===== src/rtl/idr_pkg.sv =====
package idr_pkg;
    typedef enum logic {
        SEQ_RUN  = 1'b0,
        SEQ_HOLD = 1'b1
    } seq_state_t;

    localparam logic [6:0] OPC_CUST_A = 7'h0B;
    localparam logic [6:0] OPC_CUST_B = 7'h2B;

    function automatic logic [31:0] tbl_vid(input int idx);
        return 32'h0000_0A00 + 32'(idx);
    endfunction

    function automatic logic [31:0] tbl_aid(input int idx);
        return 32'h8000_0000 + 32'(idx);
    endfunction
endpackage


===== src/rtl/idr_warl_id.sv =====
module idr_warl_id #(
    parameter int N_ENG        = 4,
    parameter bit READ_ONLY_ID = 1'b0,
    localparam int SEL_W       = (N_ENG > 1) ? $clog2(N_ENG) : 1
) (
    input  logic             clk,
    input  logic             rst_n,
    input  logic             wr_en,
    input  logic [31:0]      wr_vid,
    input  logic [31:0]      wr_aid,
    output logic [SEL_W-1:0] sel,
    output logic             accept,
    output logic [31:0]      rd_vid,
    output logic [31:0]      rd_aid
);
    import idr_pkg::*;

    logic             hit;
    logic [SEL_W-1:0] hit_idx;

    always_comb begin
        hit     = 1'b0;
        hit_idx = '0;
        for (int i = 0; i < N_ENG; i++) begin
            if (wr_vid == tbl_vid(i) && wr_aid == tbl_aid(i)) begin
                hit     = 1'b1;
                hit_idx = SEL_W'(i);
            end
        end
    end

    assign accept = wr_en && hit && !READ_ONLY_ID;

    always_ff @(posedge clk or negedge rst_n) begin
        if (!rst_n)      sel <= '0;
        else if (accept) sel <= hit_idx;
    end

    assign rd_vid = tbl_vid(int'(sel));
    assign rd_aid = tbl_aid(int'(sel));

    p_reject_keep_r3: assert property (@(posedge clk) disable iff (!rst_n)
        (wr_en && !accept) |=> $stable(sel));
endmodule


===== src/rtl/idr_switch_seq.sv =====
module idr_switch_seq #(
    parameter int STALL_CYC = 2,
    localparam int CNT_W    = (STALL_CYC > 1) ? $clog2(STALL_CYC) : 1
) (
    input  logic clk,
    input  logic rst_n,
    input  logic accept,
    output logic stall
);
    import idr_pkg::*;

    seq_state_t       state_q, state_d;
    logic [CNT_W-1:0] cnt_q, cnt_d;

    always_comb begin
        state_d = state_q;
        cnt_d   = cnt_q;
        unique case (state_q)
            SEQ_RUN: begin
                if (accept) begin                 // t_switch
                    state_d = SEQ_HOLD;
                    cnt_d   = CNT_W'(STALL_CYC - 1);
                end
            end
            SEQ_HOLD: begin
                if (accept) begin                 // t_rearm
                    cnt_d = CNT_W'(STALL_CYC - 1);
                end else if (cnt_q == '0) begin   // t_resume
                    state_d = SEQ_RUN;
                end else begin                    // t_tick
                    cnt_d = cnt_q - 1'b1;
                end
            end
            default: state_d = SEQ_RUN;
        endcase
    end

    always_ff @(posedge clk or negedge rst_n) begin
        if (!rst_n) begin
            state_q <= SEQ_RUN;
            cnt_q   <= '0;
        end else begin
            state_q <= state_d;
            cnt_q   <= cnt_d;
        end
    end

    always_comb stall = (state_q == SEQ_HOLD);

    p_stall_after_write_r6: assert property (@(posedge clk) disable iff (!rst_n)
        accept |=> stall);
    p_no_spurious_stall_r7: assert property (@(posedge clk) disable iff (!rst_n)
        (!stall && !accept) |=> !stall);
endmodule


===== src/rtl/idr_engine_gate.sv =====
module idr_engine_gate #(
    parameter int N_ENG   = 4,
    localparam int SEL_W  = (N_ENG > 1) ? $clog2(N_ENG) : 1
) (
    input  logic             clk,
    input  logic             rst_n,
    input  logic             route_ok,
    input  logic [SEL_W-1:0] sel,
    output logic [N_ENG-1:0] eng_en
);
    for (genvar g = 0; g < N_ENG; g++) begin : g_eng
        assign eng_en[g] = route_ok && (sel == SEL_W'(g));
    end

    p_onehot_r5: assert property (@(posedge clk) disable iff (!rst_n)
        $onehot0(eng_en));
endmodule


===== src/rtl/idsel_decode_router.sv =====
module idsel_decode_router #(
    parameter int N_ENG        = 4,
    parameter int STALL_CYC    = 2,
    parameter bit READ_ONLY_ID = 1'b0
) (
    input  logic             clk,
    input  logic             rst_n,
    input  logic             id_wr_en,
    input  logic [31:0]      id_wr_vid,
    input  logic [31:0]      id_wr_aid,
    output logic [31:0]      id_rd_vid,
    output logic [31:0]      id_rd_aid,
    input  logic             instr_valid,
    input  logic [31:0]      instr,
    output logic [N_ENG-1:0] eng_en,
    output logic             instr_illegal,
    output logic             dec_stall
);
    import idr_pkg::*;

    localparam int SEL_W = (N_ENG > 1) ? $clog2(N_ENG) : 1;

    logic [SEL_W-1:0] sel;
    logic             accept;
    logic             cust_hit;
    logic             route_ok;

    idr_warl_id #(.N_ENG(N_ENG), .READ_ONLY_ID(READ_ONLY_ID)) u_id (
        .clk(clk), .rst_n(rst_n),
        .wr_en(id_wr_en), .wr_vid(id_wr_vid), .wr_aid(id_wr_aid),
        .sel(sel), .accept(accept),
        .rd_vid(id_rd_vid), .rd_aid(id_rd_aid)
    );

    idr_switch_seq #(.STALL_CYC(STALL_CYC)) u_seq (
        .clk(clk), .rst_n(rst_n), .accept(accept), .stall(dec_stall)
    );

    assign cust_hit = instr_valid &&
                      (instr[6:0] == OPC_CUST_A || instr[6:0] == OPC_CUST_B);
    assign route_ok = cust_hit && !dec_stall && !READ_ONLY_ID;

    idr_engine_gate #(.N_ENG(N_ENG)) u_gate (
        .clk(clk), .rst_n(rst_n), .route_ok(route_ok), .sel(sel), .eng_en(eng_en)
    );

    assign instr_illegal = cust_hit && !dec_stall && (eng_en == '0);

    p_hold_quiet_r6: assert property (@(posedge clk) disable iff (!rst_n)
        dec_stall |-> (eng_en == '0 && !instr_illegal));
    p_ro_illegal_r9: assert property (@(posedge clk) disable iff (!rst_n)
        (READ_ONLY_ID && cust_hit) |-> (instr_illegal && eng_en == '0));
    p_route_r4: assert property (@(posedge clk) disable iff (!rst_n)
        (!READ_ONLY_ID && cust_hit && !dec_stall) |-> (eng_en != '0 && !instr_illegal));
endmodule


===== config.mk =====
export PLATFORM = sky130hd
export DESIGN_NAME = idsel_decode_router
export DESIGN_NICKNAME = d
export VERILOG_FILES = /design/src/rtl/idr_pkg.sv /design/src/rtl/idr_warl_id.sv /design/src/rtl/idr_switch_seq.sv /design/src/rtl/idr_engine_gate.sv /design/src/rtl/idsel_decode_router.sv
export SDC_FILE = /design/constraint.sdc
export NUM_CORES = 1
export LEC_CHECK = 0
export BUFFER_PORTS_ARGS = -buffer_cell sky130_fd_sc_hd__buf_2
export CORE_AREA = 2 2 65 67
export CTS_CLUSTER_SIZE = 8
export DETAILED_ROUTE_END_ITERATION = 6
export DIE_AREA = 0 0 67 69
export GPL_TIMING_DRIVEN = 1
export PLACE_DENSITY_LB_ADDON = 0.25
export REMOVE_ABC_BUFFERS = 1
export SYNTH_ARGS = -nofsm -noshare
export SYNTH_HDL_FRONTEND = slang
export SYNTH_HIERARCHICAL = 1
export SYNTH_SLANG_ARGS = --single-unit
export TNS_END_PERCENT = 5

===== constraint.sdc =====
create_clock -name clk -period 2.06 [get_ports clk]
set_input_delay 0.309 -clock clk [delete_from_list [all_inputs] [get_ports clk]]
set_output_delay 0.309 -clock clk [all_outputs]
set_load 0.02 [all_outputs]

# After elaboration in Yosys (flattened, before gate mapping)
# Cells that the tools add are included.
[classes] div=0 magnitude_cmp=0 shift=0 n_mul=0 addsub=3 reduce_logical=16 bitwise_logic=1 eq_ne=14 muxes=15
[op_table] cell="$eq A32 B12 Y1 const B" n=4
[op_table] cell="$eq A32 B32 Y1 const B" n=4
[op_table] cell="$add A32 B2 Y32 const A" n=1
[op_table] cell="$add A12 B2 Y13 const A" n=1
[op_table] cell="$logic_and A1 B1 Y1" n=12
[op_table] cell="$mux W1" n=11
[op_table] cell="$eq A7 B4 Y1 const B" n=1
[op_table] cell="$eq A7 B6 Y1 const B" n=1
[op_table] cell="$eq A2 B2 Y1 const B" n=2
[op_table] cell="$logic_not A4 Y1" n=1
[op_table] cell="$mux W2" n=2
[op_table] cell="$pmux W1 S2" n=2
[op_table] cell="$eq A2 B1 Y1 const B" n=1
[op_table] cell="$logic_not A2 Y1" n=1
[op_table] cell="$ne A2 B2 Y1 const B" n=1
[op_table] cell="$logic_not A1 Y1" n=1
[op_table] cell="$logic_or A1 B1 Y1" n=1
[op_table] cell="$not A1 Y1" n=1
[op_table] cell="$sub A1 B1 Y1 const B" n=1
[totals] latch_bits=0 elab_cells=52 ramBits=0 n_memories=0 inputBits=100 mem_bits_ro=0 output_inout_bits=70 reg_bits=4

# Depth between registers and ports, before layout
# Gate-level depths: netlist (run 1).
[logic_depth] ltp_word=9 depth_mapped=5 depth_no_buf=5

# Hierarchy
# The synthesis (run 1) kept the hierarchy.
[by_module_without_submodules] mod="idr_warl_id" cells_each=102 area_per_inst_um2=809.5 instances=1 seq_area_each_um2=50.0
[by_module_without_submodules] mod="idr_switch_seq" cells_each=5 area_per_inst_um2=70.1 instances=1 seq_area_each_um2=50.0
[by_module_without_submodules] mod="idsel_decode_router" cells_each=6 area_per_inst_um2=46.3 instances=1 seq_area_each_um2=0.0
[by_module_without_submodules] mod="idr_engine_gate" cells_each=4 area_per_inst_um2=37.5 instances=1 seq_area_each_um2=0.0

# Worst setup path before layout (run 1)
# No wires, ideal clock.
[synth_path] kind="flip-flop to output port" from="reg u_seq.state_q (netlist: u_seq/stall)" to="out instr_illegal" t_required_ns=1.751 path_buffers=0 t_arrival_ns=1.915 setup_slack_ns=-0.164 path_stages_with_launch=6 path_cell_list="dfrtp_1 nand4bb_1 nor3_1 and3b_1 or4_1 nor4_2"
[synth_between] elab_chain_cells=5 elab_cells_between_ends=8 classes_between="reduce/logical: 8"
[synth_rtl] element="start: declaration" line="idr_switch_seq.sv:12" source="seq_state_t state_q, state_d;"
[synth_rtl] element="start signal: assignment" line="idr_switch_seq.sv:43" source="state_q <= state_d;"
[synth_rtl] element="$logic_not A1 Y1" line="idsel_decode_router.sv:41" source="assign route_ok = cust_hit && !dec_stall && !READ_ONLY_ID;"
[synth_rtl] element="$logic_and A1 B1 Y1" line="idsel_decode_router.sv:41"
[synth_rtl] element="via route_ok" line="idsel_decode_router.sv:26" source="logic route_ok;"
[synth_rtl] element="$logic_and A1 B1 Y1" line="idr_engine_gate.sv:12" source="assign eng_en[g] = route_ok && (sel == SEL_W'(g));"
[synth_rtl] element="via eng_en[1]" line="idsel_decode_router.sv:15" source="output logic [N_ENG-1:0] eng_en,"
[synth_rtl] element="$logic_not A4 Y1" line="idsel_decode_router.sv:47" source="assign instr_illegal = cust_hit && !dec_stall && (eng_en == '0);"
[synth_rtl] element="$logic_and A1 B1 Y1" line="idsel_decode_router.sv:47"
[synth_rtl] element="end: declaration" line="idsel_decode_router.sv:16" source="output logic instr_illegal,"
# The timed path passes the listed nets, and every way through them passes these cells.

# Final worst setup path (run 1)
[layout_path] from="reg u_seq.state_q (netlist: u_seq/stall)" to="out instr_illegal"
[layout_between] elab_chain_cells=5 elab_cells_between_ends=8 classes_between="reduce/logical: 8"
[layout_rtl] element="$logic_not A1 Y1 *" line="idsel_decode_router.sv:41"
[layout_rtl] element="$logic_and A1 B1 Y1 *" line="idsel_decode_router.sv:41"
[layout_rtl] element="via route_ok" line="idsel_decode_router.sv:26"
[layout_rtl] element="$logic_and A1 B1 Y1" line="idr_engine_gate.sv:12"
[layout_rtl] element="$logic_not A4 Y1" line="idsel_decode_router.sv:47"
[layout_rtl] element="$logic_and A1 B1 Y1 *" line="idsel_decode_router.sv:47"
# Mark *: on every way through the listed nets, which the timed path passes. The rest lies on a longest branch.

==> results.md, run 1 <==
* Chip Height at 69 um
* Drt wl/cell at 8.79 um
* Rows at 23
* Post-Place Worst Slack at 0.0620 ns
* Worst setup margin at -0.0601 ns
* Die width at 67 um
* Most frequent cells in the layout: buf_2, conb_1, nor4_1
* Final nets at 301
* CTS tree: yes
* Synth-to-Final Area Change at 32.2%
* Critical path fanouts, max at 4
* Register area share after synthesis at 10.4%
* Pleak at 0.000744 uW
* Routed vias at 952
* Crit path kind: flop to output port
* Worst R2R Path Depth at 3
* Max Fclk at 472 MHz
* Share of post-route cells with drive strength above 1 at 51.8%
* Root Buffer: clkbuf_8
* Initial Utilization at 24.6%
* Critical path origin: u_seq/stall$_DFF_PN0_
* Worst min-delay path class: input port to flop
* Ys flop type: dfrtp_1
* Fin. Hold Viols at 0
* Top cell type's share of synthesized area at 49.9%
* RSZ-0062 raised after global routing: yes
* Via density at 3.82
* Pwr Total at 441 uW
* Hpwl dp at 2050 um
* Maximum VDD drop at 0.131 mV
* EDFF count, synth at 0
* CP peak stage delay at 0.55 ns
* Max cap viols at 0
* R2r endpoint: u_id/sel[0]$_DFFE_PN0P_
* Switch share at 39.6%
* Clock Path Buffers at 2
* Critical path's slowest cell: or4_4
* Synth top area cells: buf_4, dfrtp_1, nor4_2, nor4_1, nand4_1
* Grt ovf at 0
* Asr flop ratio synth at 100%
* # clock sinks at 4
* Post-Route WL at 2190 um
* Vias in the first global route at 795
* Cell Pwr Density at 346 nW/um2
* Placed instance count at 245
* Worst EP arrival at 1.81 ns
* Avg Synthesized Cell Area at 8.23 um2
* HP Start: id_wr_aid[0]
* Sequential share of power at 17.9%
* Largest net degree at the start of global routing at 9
* # DRC at 0
* Post-synth cell types at 29
* Final setup viols at 1
* Largest area contributor in the netlist: buf_4
* Die ar. at 4620 um2
* Num CTS Buffers at 3
* Hold Path Cell Cnt at 3
* Max-slew violation count at 0
* Reg2Reg Setup Slack at 1.16 ns
* Clock period minus worst slack at 2.12 ns
* RR Startpoint: u_id/sel[0]$_DFFE_PN0P_
* Total number of yosys warnings at 6
* Core Util, Final at 32.5%
* Synth Cell Area at 963 um2
* # diodes at 0
* Crit end category: output port
* FF+latch count, synth at 4
* Clock share of power at 37.5%
* Startpoint Class: flop
* Router iterations before antenna repair at 4
* Antenna-violating nets left at 0
* Number of port buffers at 83
* Mapped Cells at 117
* Failing checks: negative setup slack
* Largest delay share family, worst path: simple AND/OR/NAND/NOR gates
* Core ar. at 3910 um2
* Post-Layout Cell Count at 249
* Io pins at 170
* Final Cycle Share at 103%
* Routability-driven placement congestion ratio at 0.714
* Most common cell after layout, fill and taps aside: buf_2
* First-pass GRT wire length at 3050 um
* Initial DRC Count at 27
* Setup TNS Final at -0.0601 ns
* Register clock-pin slew on the reported worst setup and hold paths at 0.03 ns
* GRT Util Overall at 8.39%
* Htree depth at 1
* Max Clock Skew at 0.000987 ns
* Critical Path, Cell by Cell: nand4bb_4 > nor3_2 > and3b_1 > or4_4 > nor4_4 > buf_4
* Int Pwr at 266 uW
* Filler cells at 435
* CP required at 1.75 ns
* Crit path buf inv count at 1
* Hold EP: u_id/sel[0]$_DFFE_PN0P_
* Later-pin clock latency in the skew report at 0.22 ns
* Psw at 175 uW
* Comb power frac at 44.5%
* Status: finished with violations
* Initial antenna violation count at 0
worst reg2reg max path, cell delays in order, from the launching register on:
cell and delay, ns:
dfrtp_1 0.44, inv_1 0.08, a21oi_1 0.12, a2bb2oi_1 0.18
power by group through the flow:
stage	clock network, uW	registers [uW]	logic (uW)
2_1_floorplan	0	80.0	113
3_3_place_gp	0	80.0	187
3_5_place_dp	0	80.0	189
4_1_cts	169	79.1	194
5_1_grt	174	79.1	212
6_report	166	79.1	196
layout make-up:
type,count,area (um2),share of cell area [%]
clock buffers,3,41.3,3.24
inverters,3,11.3,0.884
flip-flops and latches,4,100,7.86
repair buffers,85,435,34.2
well taps,50,62.6,4.91
multi-input cells,104,623,48.9
cells by family after synthesis:
kind of cell    Yosys count  share of synthesized area [%]
buf+inv                  67                           51.0
simple gates             36                           31.6
compound gates            6                           4.42
flops                     4                           10.4
xor+xnor                  2                           1.82
other cells               2                          0.780
routing by layer:
metal	part of all wire, %	track usage (%)
met1	28	7.63
met2	50	15.4
met3	19	3.59
met4	2.1	3.85
met5	0	0
synthesized netlist by cell type (all sizes together) (2+ instances only):
cell	n
a21o	2
and3	2
and3b	2
buf	64
conb	2
dfrtp	4
inv	3
nand4	5
nor2	2
nor3	2
nor4	12
nor4b	4
worst max-delay path by stage:
stage                     to  depth (start not counted)
5_1_grt        instr_illegal                          6
4_1_cts        instr_illegal                          6
3_5_place_dp   instr_illegal                          7
6_report       instr_illegal                          6
3_3_place_gp   instr_illegal                          7
2_1_floorplan  instr_illegal                          5
flip-flops by register name, indices dropped and copies added, names as in the netlist:
name,cells
u_seq/stall,1
u_id/sel,2
u_seq/cnt_q,1
repair_timing:
item	4_1_cts	5_1_grt
pin swaps	1	1
endpoints found under the hold margin	4	0
resized for setup	3	2
endpoints found under the setup margin	1	1
cloned	0	0
buffers inserted	0	0
hold buffers	1	0
through the flow:
stage,instance area (um2),hold WS (ns)
floorplan,701,0.0134
global placement,1190,0.119
detailed placement,1190,0.121
CTS,1260,0.383
global route,1270,0.405
finish,1270,0.383
(Power assumes the default switching activity.)
==> inputs of run 2 (changes only) <==
--- a/config.mk
+++ b/config.mk
@@ -11,7 +11,7 @@
 export DETAILED_ROUTE_END_ITERATION = 6
 export DIE_AREA = 0 0 67 69
 export GPL_TIMING_DRIVEN = 1
-export PLACE_DENSITY_LB_ADDON = 0.25
+export PLACE_DENSITY = 0.74
 export REMOVE_ABC_BUFFERS = 1
 export SYNTH_ARGS = -nofsm -noshare
 export SYNTH_HDL_FRONTEND = slang
==> results.md, run 2 (synthesized netlist as in run 1, its figures left out) <==
* Status: finished with violations (unchanged)
* Failing checks: negative setup slack (unchanged)
* Filler cells at 431 (was 435)
* Max cap viols at 0 (unchanged)
* First-pass GRT wire length at 3430 um (was 3050 um)
* Pwr Total at 440 uW (was 441 uW)
* Startpoint Class: flop (unchanged)
* Router iterations before antenna repair at 4 (unchanged)
* Post-Place Worst Slack at 0.00698 ns (was 0.0620 ns)
* Fin. Hold Viols at 0 (unchanged)
* Post-Layout Cell Count at 251 (was 249)
* Register area at 100 um2 (unchanged)
* Worst setup margin at -0.0464 ns (was -0.0601 ns)
* Antenna-violating nets left at 0 (unchanged)
* R2r endpoint: u_seq/stall$_DFF_PN0_ (was u_id/sel[0]$_DFFE_PN0P_)
* Die width at 67 um (unchanged)
* Later-pin clock latency in the skew report at 0.21 ns (was 0.22 ns)
* Post-Route WL at 2380 um (was 2190 um)
* Routability-driven placement congestion ratio at 0.817 (was 0.714)
* Routed vias at 930 (was 952)
* Grt ovf at 0 (unchanged)
* Final setup viols at 1 (unchanged)
* Number of port buffers at 83 (unchanged)
* Via density at 3.71 (was 3.82)
* HP Start: id_wr_aid[1] (was id_wr_aid[0])
* Worst min-delay path class: input port to flop (unchanged)
* Register clock-pin slew on the reported worst setup and hold paths at 0.03 ns (about the same)
* Most frequent cells in the layout: buf_2, conb_1, nor4_1 (unchanged)
* Maximum VDD drop at 0.120 mV (was 0.131 mV)
* Clock Path Buffers at 2 (unchanged)
* Max reg flops at 2 (unchanged)
* Hpwl dp at 2230 um (was 2050 um)
* Largest net degree at the start of global routing at 9 (unchanged)
* Share of post-route cells with drive strength above 1 at 52.2% (was 51.8%)
* Placed instance count at 245 (unchanged)
* Critical path fanouts, max at 4 (unchanged)
* # clock sinks at 4 (unchanged)
* Crit end category: output port (unchanged)
* Htree depth at 1 (unchanged)
* Chip Height at 69 um (unchanged)
* CTS tree: yes (unchanged)
* Final Cycle Share at 102% (was 103%)
* Final nets at 303 (was 301)
* Io pins at 170 (unchanged)
* RSZ-0062 raised after global routing: yes (unchanged)
* # diodes at 0 (unchanged)
* Worst R2R Path Depth at 3 (unchanged)
* Worst EP arrival at 1.80 ns (was 1.81 ns)
* Num CTS Buffers at 3 (unchanged)
* DP Area at 1190 um2 (unchanged)
* Max Clock Skew at 0.00534 ns (was 0.000987 ns)
* Core ar. at 3910 um2 (unchanged)
* Reg2Reg Setup Slack at 1.14 ns (was 1.16 ns)
* Register with the most flip-flops: u_id/sel (unchanged)
* Multi-input gate area at 623 um2 (unchanged)
* Max Fclk at 475 MHz (was 472 MHz)
* RR Startpoint: u_seq/stall$_DFF_PN0_ (was u_id/sel[0]$_DFFE_PN0P_)
* Root Buffer: clkbuf_8 (unchanged)
* Die ar. at 4620 um2 (unchanged)
* CP required at 1.75 ns (about the same)
* GRT Util Overall at 9.54% (was 8.39%)
* Pleak at 0.000755 uW (was 0.000744 uW)
* Initial DRC Count at 44 (was 27)
* Synth-to-Final Area Change at 33.8% (was 32.2%)
* Vias in the first global route at 802 (was 795)
* Max-slew violation count at 0 (unchanged)
* Post-route cell area at 1290 um2 (was 1270 um2)
* Hold Path Cell Cnt at 3 (unchanged)
* Core Util, Final at 32.9% (was 32.5%)
* # DRC at 0 (unchanged)
* Rows at 23 (unchanged)
* Initial Utilization at 24.6% (unchanged)
* Clock period minus worst slack at 2.11 ns (was 2.12 ns)
* Initial antenna violation count at 0 (unchanged)
* Hold EP: u_id/sel[1]$_DFFE_PN0P_ (was u_id/sel[0]$_DFFE_PN0P_)
* Cell Pwr Density at 341 nW/um2 (was 346 nW/um2)
* Drt wl/cell at 9.49 um (was 8.79 um)
* Crit path kind: flop to output port (unchanged)
* Most common cell after layout, fill and taps aside: buf_2 (unchanged)
## run 2: cell types whose count changed in the layout (fill, tap and decap cells not counted), sizes merged
cell  previous run  this run
buf             84        86
## run 2: how the worst max path moves through the flow
| stage | startpoint | to | depth (start not counted) |
|---|---|---|---|
| 2_1_floorplan | u_seq/stall$_DFF_PN0_ | instr_illegal | 5 |
| 3_3_place_gp | instr[2] | instr_illegal | 7 |
| 3_5_place_dp | instr[2] | instr_illegal | 7 |
| 4_1_cts | u_seq/stall$_DFF_PN0_ | instr_illegal | 6 |
| 5_1_grt | u_seq/stall$_DFF_PN0_ | instr_illegal | 6 |
| 6_report | u_seq/stall$_DFF_PN0_ | instr_illegal | 6 |
## run 2: power by group
part | leakage, uW | total [uW] | switching (uW) | internal, uW
Clock | 0.0000216 | 161 | 37.1 | 124
Sequential | 0.0000507 | 79.1 | 0 | 79.1
Combinational | 0.000683 | 199 | 135 | 63.8
Total | 0.000755 | 440 | 173 | 267
## run 2: final cells by class
| cell class | count | share of cell area (%) |
|---|---|---|
| Clock buffer | 3 | 3.20 |
| Timing Repair Buffer | 87 | 35.0 |
| Tap cell | 50 | 4.85 |
| Multi-Input combinational cell | 104 | 48.3 |
| Sequential cell | 4 | 7.77 |
| Inverter | 3 | 0.874 |
## run 2: worst max-delay path: stages (launching register included)
cell and delay, ns:
dfrtp_1 0.33, nand4bb_4 0.16, nor3_2 0.06, and3b_1 0.17, or4_4 0.54, nor4_4 0.14, buf_4 0.18
## run 2: repair_timing
item / 4_1_cts / 5_1_grt
endpoints found under the hold margin: 4 / 0
hold buffers: 1 / 0
gates resized for setup: 3 / 2
pin swaps: 0 / 1
setup endpoints to repair: 1 / 1
setup buffers: 0 / 2
## run 2: through the flow
step           hold WS, ns  TNS (ns)
2_1_floorplan       0.0134    -0.164
3_3_place_gp         0.118         0
3_5_place_dp         0.118         0
4_1_cts              0.383   -0.0901
5_1_grt              0.402    -0.155
6_report             0.386   -0.0464
## run 2: layer usage
metal,up-vias,part of all wire [%],track usage [%]
met1,406,34,9.94
met5,-,0,0
met3,0,13,2.61
met4,0,0,2.04
li1,453,-,-
met2,71,54,18.3
